### config.mk
export PLATFORM = sky130hd
export DESIGN_NAME = can_mode_seq
export DESIGN_NICKNAME = d
export VERILOG_FILES = /design/src/rtl/can_mode_pkg.sv /design/src/rtl/can_join_counter.sv /design/src/rtl/can_err_classify.sv /design/src/rtl/can_mode_seq.sv
export SDC_FILE = /design/constraint.sdc
export NUM_CORES = 1
export LEC_CHECK = 0
export ABC_CLOCK_PERIOD_IN_PS = 1700
export CAP_MARGIN = 10
export CORE_MARGIN = 2
export CORE_UTILIZATION = 30
export CTS_BUF_LIST = sky130_fd_sc_hd__clkbuf_16
export DETAILED_ROUTE_END_ITERATION = 8
export SLEW_MARGIN = 20
export SYNTH_ARGS = -nofsm -noshare
export SYNTH_HDL_FRONTEND = slang
export SYNTH_SLANG_ARGS = --single-unit
export TNS_END_PERCENT = 5
### constraint.sdc
create_clock -name clk -period 1.7 [get_ports clk]
set_clock_uncertainty 0.05 [all_clocks]
set_input_delay 0.17 -clock clk [delete_from_list [all_inputs] [get_ports clk]]
set_output_delay 0.17 -clock clk [all_outputs]
set_load 0.1 [all_outputs]
### src/rtl/can_mode_pkg.sv
package can_mode_pkg;

    typedef enum logic [2:0] {
        ST_INIT,
        ST_RESET,
        ST_WAIT,
        ST_ACTIVE,
        ST_HALTED,
        ST_SLEEP
    } mode_e;

    typedef enum logic [1:0] {
        ERR_ACTIVE,
        ERR_PASSIVE,
        ERR_BUSOFF
    } err_e;

endpackage

### src/rtl/can_join_counter.sv
module can_join_counter #(
    parameter int JOIN_BITS = 11
) (
    input  logic clk,
    input  logic rst_n,
    input  logic en,
    input  logic strobe,
    input  logic level,
    output logic done
);
    localparam int CW = $clog2(JOIN_BITS + 1);
    localparam logic [CW-1:0] LAST = CW'(JOIN_BITS - 1);

    logic [CW-1:0] cnt_q;

    always_ff @(posedge clk or negedge rst_n) begin
        if (!rst_n) begin
            cnt_q <= '0;
        end else if (!en) begin
            cnt_q <= '0;
        end else if (strobe) begin
            if (!level || cnt_q == LAST) begin
                cnt_q <= '0;
            end else begin
                cnt_q <= cnt_q + 1'b1;
            end
        end
    end

    assign done = en && strobe && level && (cnt_q == LAST);

    AST_DOMINANT_CLEARS: assert property (@(posedge clk) disable iff (!rst_n)
        (en && strobe && !level) |=> (cnt_q == '0));

endmodule

### src/rtl/can_err_classify.sv
module can_err_classify
    import can_mode_pkg::*;
#(
    parameter int CNT_W       = 9,
    parameter int PASSIVE_LIM = 128,
    parameter int BUSOFF_LIM  = 256
) (
    input  logic             clk,
    input  logic             rst_n,
    input  logic             clr,
    input  logic [CNT_W-1:0] tec,
    input  logic [CNT_W-1:0] rec,
    output logic             err_passive,
    output logic             bus_off
);
    localparam logic [CNT_W-1:0] P_LIM = CNT_W'(PASSIVE_LIM);
    localparam logic [CNT_W-1:0] B_LIM = CNT_W'(BUSOFF_LIM);

    err_e err_q, err_d;

    always_comb begin
        if (tec >= B_LIM) begin
            err_d = ERR_BUSOFF;
        end else if (tec >= P_LIM || rec >= P_LIM) begin
            err_d = ERR_PASSIVE;
        end else begin
            err_d = ERR_ACTIVE;
        end
    end

    always_ff @(posedge clk or negedge rst_n) begin
        if (!rst_n) begin
            err_q <= ERR_ACTIVE;
        end else if (clr) begin
            err_q <= ERR_ACTIVE;
        end else begin
            err_q <= err_d;
        end
    end

    assign err_passive = (err_q != ERR_ACTIVE);
    assign bus_off     = (err_q == ERR_BUSOFF);

    AST_PASSIVE_SET: assert property (@(posedge clk) disable iff (!rst_n)
        ((tec >= P_LIM || rec >= P_LIM) && !clr) |=> err_passive);

    AST_BUSOFF_KEEPS_PASSIVE: assert property (@(posedge clk) disable iff (!rst_n)
        ((tec >= B_LIM) && !clr) |=> (bus_off && err_passive));

endmodule

### src/rtl/can_mode_seq.sv
module can_mode_seq
    import can_mode_pkg::*;
#(
    parameter int CNT_W       = 9,
    parameter int JOIN_BITS   = 11,
    parameter int PASSIVE_LIM = 128,
    parameter int BUSOFF_LIM  = 256
) (
    input  logic             clk,
    input  logic             rst_n,
    input  logic             ctl_we,
    input  logic             ctl_rst_req,
    input  logic             ctl_halt_req,
    input  logic             ctl_sleep_req,
    input  logic             irq_clr,
    input  logic             bit_strobe,
    input  logic             bus_level,
    input  logic             bus_idle,
    input  logic             bus_intermission,
    input  logic [CNT_W-1:0] tec,
    input  logic [CNT_W-1:0] rec,
    output logic             reset_mode,
    output logic             err_passive,
    output logic             bus_off,
    output logic             halt_sleep,
    output logic             reset_irq,
    output logic             reg_clear,
    output logic             bus_join
);
    mode_e state_q, state_d;
    logic  rst_req_q, halt_req_q, sleep_req_q;
    logic  join_done;
    logic  bus_gap;

    assign bus_gap = bus_idle || bus_intermission;

    can_join_counter #(
        .JOIN_BITS(JOIN_BITS)
    ) u_join (
        .clk    (clk),
        .rst_n  (rst_n),
        .en     (state_q == ST_WAIT),
        .strobe (bit_strobe),
        .level  (bus_level),
        .done   (join_done)
    );

    can_err_classify #(
        .CNT_W       (CNT_W),
        .PASSIVE_LIM (PASSIVE_LIM),
        .BUSOFF_LIM  (BUSOFF_LIM)
    ) u_err (
        .clk         (clk),
        .rst_n       (rst_n),
        .clr         (reg_clear),
        .tec         (tec),
        .rec         (rec),
        .err_passive (err_passive),
        .bus_off     (bus_off)
    );

    // Host control word; the re-initialisation cycle drops parking requests.
    always_ff @(posedge clk or negedge rst_n) begin
        if (!rst_n) begin
            rst_req_q   <= 1'b1;
            halt_req_q  <= 1'b0;
            sleep_req_q <= 1'b0;
        end else if (state_q == ST_INIT) begin
            halt_req_q  <= 1'b0;
            sleep_req_q <= 1'b0;
        end else if (ctl_we) begin
            rst_req_q   <= ctl_rst_req;
            halt_req_q  <= ctl_halt_req;
            sleep_req_q <= ctl_sleep_req;
        end
    end

    // Reset-done interrupt: set by re-initialisation, cleared by host.
    always_ff @(posedge clk or negedge rst_n) begin
        if (!rst_n) begin
            reset_irq <= 1'b0;
        end else if (state_q == ST_INIT) begin
            reset_irq <= 1'b1;
        end else if (irq_clr) begin
            reset_irq <= 1'b0;
        end
    end

    // State register
    always_ff @(posedge clk or negedge rst_n) begin
        if (!rst_n) begin
            state_q <= ST_RESET;
        end else begin
            state_q <= state_d;
        end
    end

    // Next-state logic
    always_comb begin
        state_d = state_q;
        unique case (state_q)
            ST_INIT: begin
                state_d = ST_RESET;
            end
            ST_RESET: begin
                if (!rst_req_q) state_d = ST_WAIT;
            end
            ST_WAIT: begin
                if (rst_req_q)      state_d = ST_INIT;
                else if (join_done) state_d = ST_ACTIVE;
            end
            ST_ACTIVE: begin
                if (rst_req_q) begin
                    state_d = ST_INIT;
                end else if ((halt_req_q || sleep_req_q) && bus_gap) begin
                    state_d = sleep_req_q ? ST_SLEEP : ST_HALTED;
                end
            end
            ST_HALTED: begin
                if (rst_req_q)        state_d = ST_INIT;
                else if (!halt_req_q) state_d = ST_ACTIVE;
            end
            ST_SLEEP: begin
                if (rst_req_q)         state_d = ST_INIT;
                else if (!sleep_req_q) state_d = ST_ACTIVE;
            end
            default: begin
                state_d = ST_INIT;
            end
        endcase
    end

    // Output decode
    always_comb begin
        reset_mode = 1'b0;
        halt_sleep = 1'b0;
        reg_clear  = 1'b0;
        bus_join   = 1'b0;
        unique case (state_q)
            ST_INIT:   reg_clear  = 1'b1;
            ST_RESET:  reset_mode = 1'b1;
            ST_WAIT:   reset_mode = 1'b1;
            ST_ACTIVE: bus_join   = 1'b1;
            ST_HALTED: halt_sleep = 1'b1;
            ST_SLEEP:  halt_sleep = 1'b1;
            default:   reg_clear  = 1'b1;
        endcase
    end

    AST_INIT_PULSE: assert property (@(posedge clk) disable iff (!rst_n)
        reg_clear |=> (!reg_clear && reset_mode && reset_irq));

    AST_HOLD_RESET: assert property (@(posedge clk) disable iff (!rst_n)
        (rst_req_q && state_q == ST_RESET) |=> (reset_mode && !bus_join));

    AST_WAIT_HOLDS: assert property (@(posedge clk) disable iff (!rst_n)
        (state_q == ST_WAIT && !rst_req_q && !join_done) |=> (state_q == ST_WAIT));

    AST_PARK_IN_GAP: assert property (@(posedge clk) disable iff (!rst_n)
        $rose(halt_sleep) |-> $past(bus_gap));

    AST_PARK_OFF_BUS: assert property (@(posedge clk) disable iff (!rst_n)
        halt_sleep |-> !bus_join);

endmodule

==> run_results.csv <==
group,metric,value,unit
cts,clk_latency,0.24,ns
detailed_routing,wl_per_cell,12.1,µm
sta,final-hold-violation-count,0,
sta,post-route-period-util,95.3,%
detailed_routing,drt_wl_total,1.63,mm
die,dieHeight,55.3,µm
global_route,grt_pass1_vias,655,
worst_setup_path,crit_type,"register to primary output",
sta,slew_viol_final,0,
detailed_routing,firstDrtPassIters,3,
detailed_routing,drt_iter0_drc,20,
sta,setup_tns,0,ns
logic_synthesis,synth_top_area_share,34.8,%
sta,slew_headroom,61.3,%
sta,report.final.setup_viol,0,
worst_setup_path,cp-end-kind,"primary output",
run_status,outcome,"complete, no violations",
power,leakagePower,0.516,nW
logic_synthesis,synth_flop_cell,"dfrtp_1",
worst_setup_path,reg2reg_setup_slack,0.20,ns
cts,htree_levels,1,
placed_design,numPortBuffers,21,
power,peakVddDrop,1450,µV
worst_hold_path,hp-class,"primary input to asynchronous set/reset pin",
global_route,grt_max_degree,14,
logic_synthesis,ys_async_sr_fraction,100,%
cts,ctsHoldBuffers,0,
logic_synthesis,syn_area,791,µm²
cts,numCtsBuffers,3,
cts,numClockSinks,13,
logic_synthesis,yosysTopAreaCell,"dfrtp_1",
cts,cts_tree,"done",
finish,nNetsFinal,136,
placed_design,place_congestion,0.775,
finish,mostFrequentLayoutCells,"14 x clkdlybuf4s50_1, 11 x dfrtp_1, 9 x nand2_1",
logic_synthesis,synthCells,77,
die,num_io_pins,36,
die,coreArea,2480,µm²
cts,cts_buffer_depth,2,
logic_synthesis,ys_types,39,
global_route,grt_usage,11.8,%
logic_synthesis,synth_nets,108,
job,max_cap_violations,0,
global_route,overflow,0,
logic_synthesis,syn_area_per_cell,10.3,µm²
worst_setup_path,path_max_fanout,6,
global_route,grt_pass1_wl,2.92,mm
placed_design,hpwl,1.31,mm
detailed_routing,drc,0,
detailed_routing,vias,634,
worst_setup_path,cp.arrival,1.40,ns
power,p_per_area,2070,nW/µm²
logic_synthesis,synth_seq_area_share,41.5,%
worst_setup_path,critPathRequiredTime,1.48,ns
die,die_area,3060,µm²
finish,antennaDiodeCount,0,
sta,post-route-min-period,1.62,ns
cts,clk_pin_slew,0.05,ns
sta,rsz0062_at_grt,"no",
die,initial_core_util,31.9,%
die,dieWidth,55.3,µm
global_route,grt_antenna_before_repair,0,
sta,fin_ws,0.0795,ns
worst_setup_path,start_kind,"register",
finish,synthToLayoutAreaGrowth,51.3,%
cts,cts_root_buf,"clkbuf_16",
detailed_routing,postRouteAntennaNets,0,
detailed_routing,viasPerCell,4.73,
logic_synthesis,synth-seq-cells,13,
placed_design,pre_cts_slack,0.254,ns
finish,final_common_cell,"clkdlybuf4s50_1",
logic_synthesis,synth_warnings,0,
sta,fmaxAchievable,617,MHz
sta,worst_slew_pin_slew,0.579,ns
logic_synthesis,ys_top_cells_by_area,"dfrtp_1 35%, dfstp_2 6.6%, nand2_1 4.3%, nor2_1 3.3%, ha_1 3.2%",
logic_synthesis,synth_edf_count,0,
die,num_rows,18,
finish,drive_gt1_share,29.8,%
where the power goes:
| part | switching (mW) | internal (mW) |
|---|---|---|
| Combinational | 0.913 | 0.613 |
| Clock | 0.122 | 0.309 |
| Sequential | 0.102 | 0.415 |
| Total | 1.14 | 1.34 |
final timing paths:
check	start	endpoint	depth (start not counted)
max	state_q[1]	reg_clear	3
min	rst_n	halt_req_q	1
max reg2reg	state_q[0]	state_q[0]	5
min reg2reg	u_join.cnt_q[0]	u_join.cnt_q[0]	1
max in group asynchronous	rst_n	u_join.cnt_q[3]	1
min in group clk	tec[8]	u_err.err_q[0]	2
routing by layer:
metal	global-route usage [%]	wire length, µm	vias up
met4	4.18	0	0
met5	0	0	-
met1	13.5	699	290
met3	4.92	131	0
li1	-	-	325
met2	19.7	797	19
flip-flops by register name (all words and copies together), names as in the netlist:
| signal | flops |
|---|---|
| state_q | 3 |
| sleep_req_q | 1 |
| halt_req_q | 1 |
| u_join.cnt_q | 4 |
| reset_irq | 1 |
| rst_req_q | 1 |
| u_err.err_q | 2 |
final cells by class:
class | instances | area, µm²
clock buffers | 3 | 75.1
clock inverters | 1 | 3.75
fillers | 243 | 1280
inverters | 4 | 15.0
multi-input cells | 57 | 419
flip-flops and latches | 13 | 328
well taps | 30 | 37.5
repair buffers | 26 | 318
logic make-up (layout without fill, tap and decap cells):
kind of cell / after synthesis / after routing / share of synthesized area [%]
AND/OR/NAND/NOR: 36 / 36 / 28.6
AO/OA/AOI/OAI: 13 / 13 / 12.5
flip-flops: 13 / 13 / 41.5
buffers and inverters: 7 / 34 / 6.01
multiplexers: 4 / 4 / 5.85
adder cells (fa/ha/maj): 3 / 3 / 4.43
XOR/XNOR: 1 / 1 / 1.11
per-stage QoR:
step	hold WS (ns)	instances	cell area (µm²)	util (%)	total power [mW]
global route	0.321	134	1200	48.3	2.60
global placement	0.471	128	1100	44.5	2.00
floorplan	-0.176	77	795	-	1.53
finish	0.252	134	1200	48.3	2.47
detailed placement	0.467	128	1100	44.5	2.02
CTS	0.277	132	1180	47.7	2.47
cells in the mapped netlist (2+ instances only):
cell,n
dfrtp_1,11
dfstp_2,2
nor2b_1,2
o21ai_0,2
nand2_1,9
nor2_1,7
ha_1,2
nor3_1,4
mux2i_1,2
a21oi_1,2
inv_1,4
o21ai_1,3
critical path, stage by stage, from the launching register on:
cell	delay (ns)
dfrtp_1	0.42
or3_4	0.41
nand2_1	0.14
buf_12	0.19
what timing repair did:
| item | CTS | global route |
|---|---|---|
| resized for setup | 0 | 0 |
| endpoints found under the setup margin | 0 | 1 |
| hold endpoints to repair | 0 | 0 |
| setup buffers | 0 | 2 |
No activity file was read; power rests on OpenSTA's default activity.
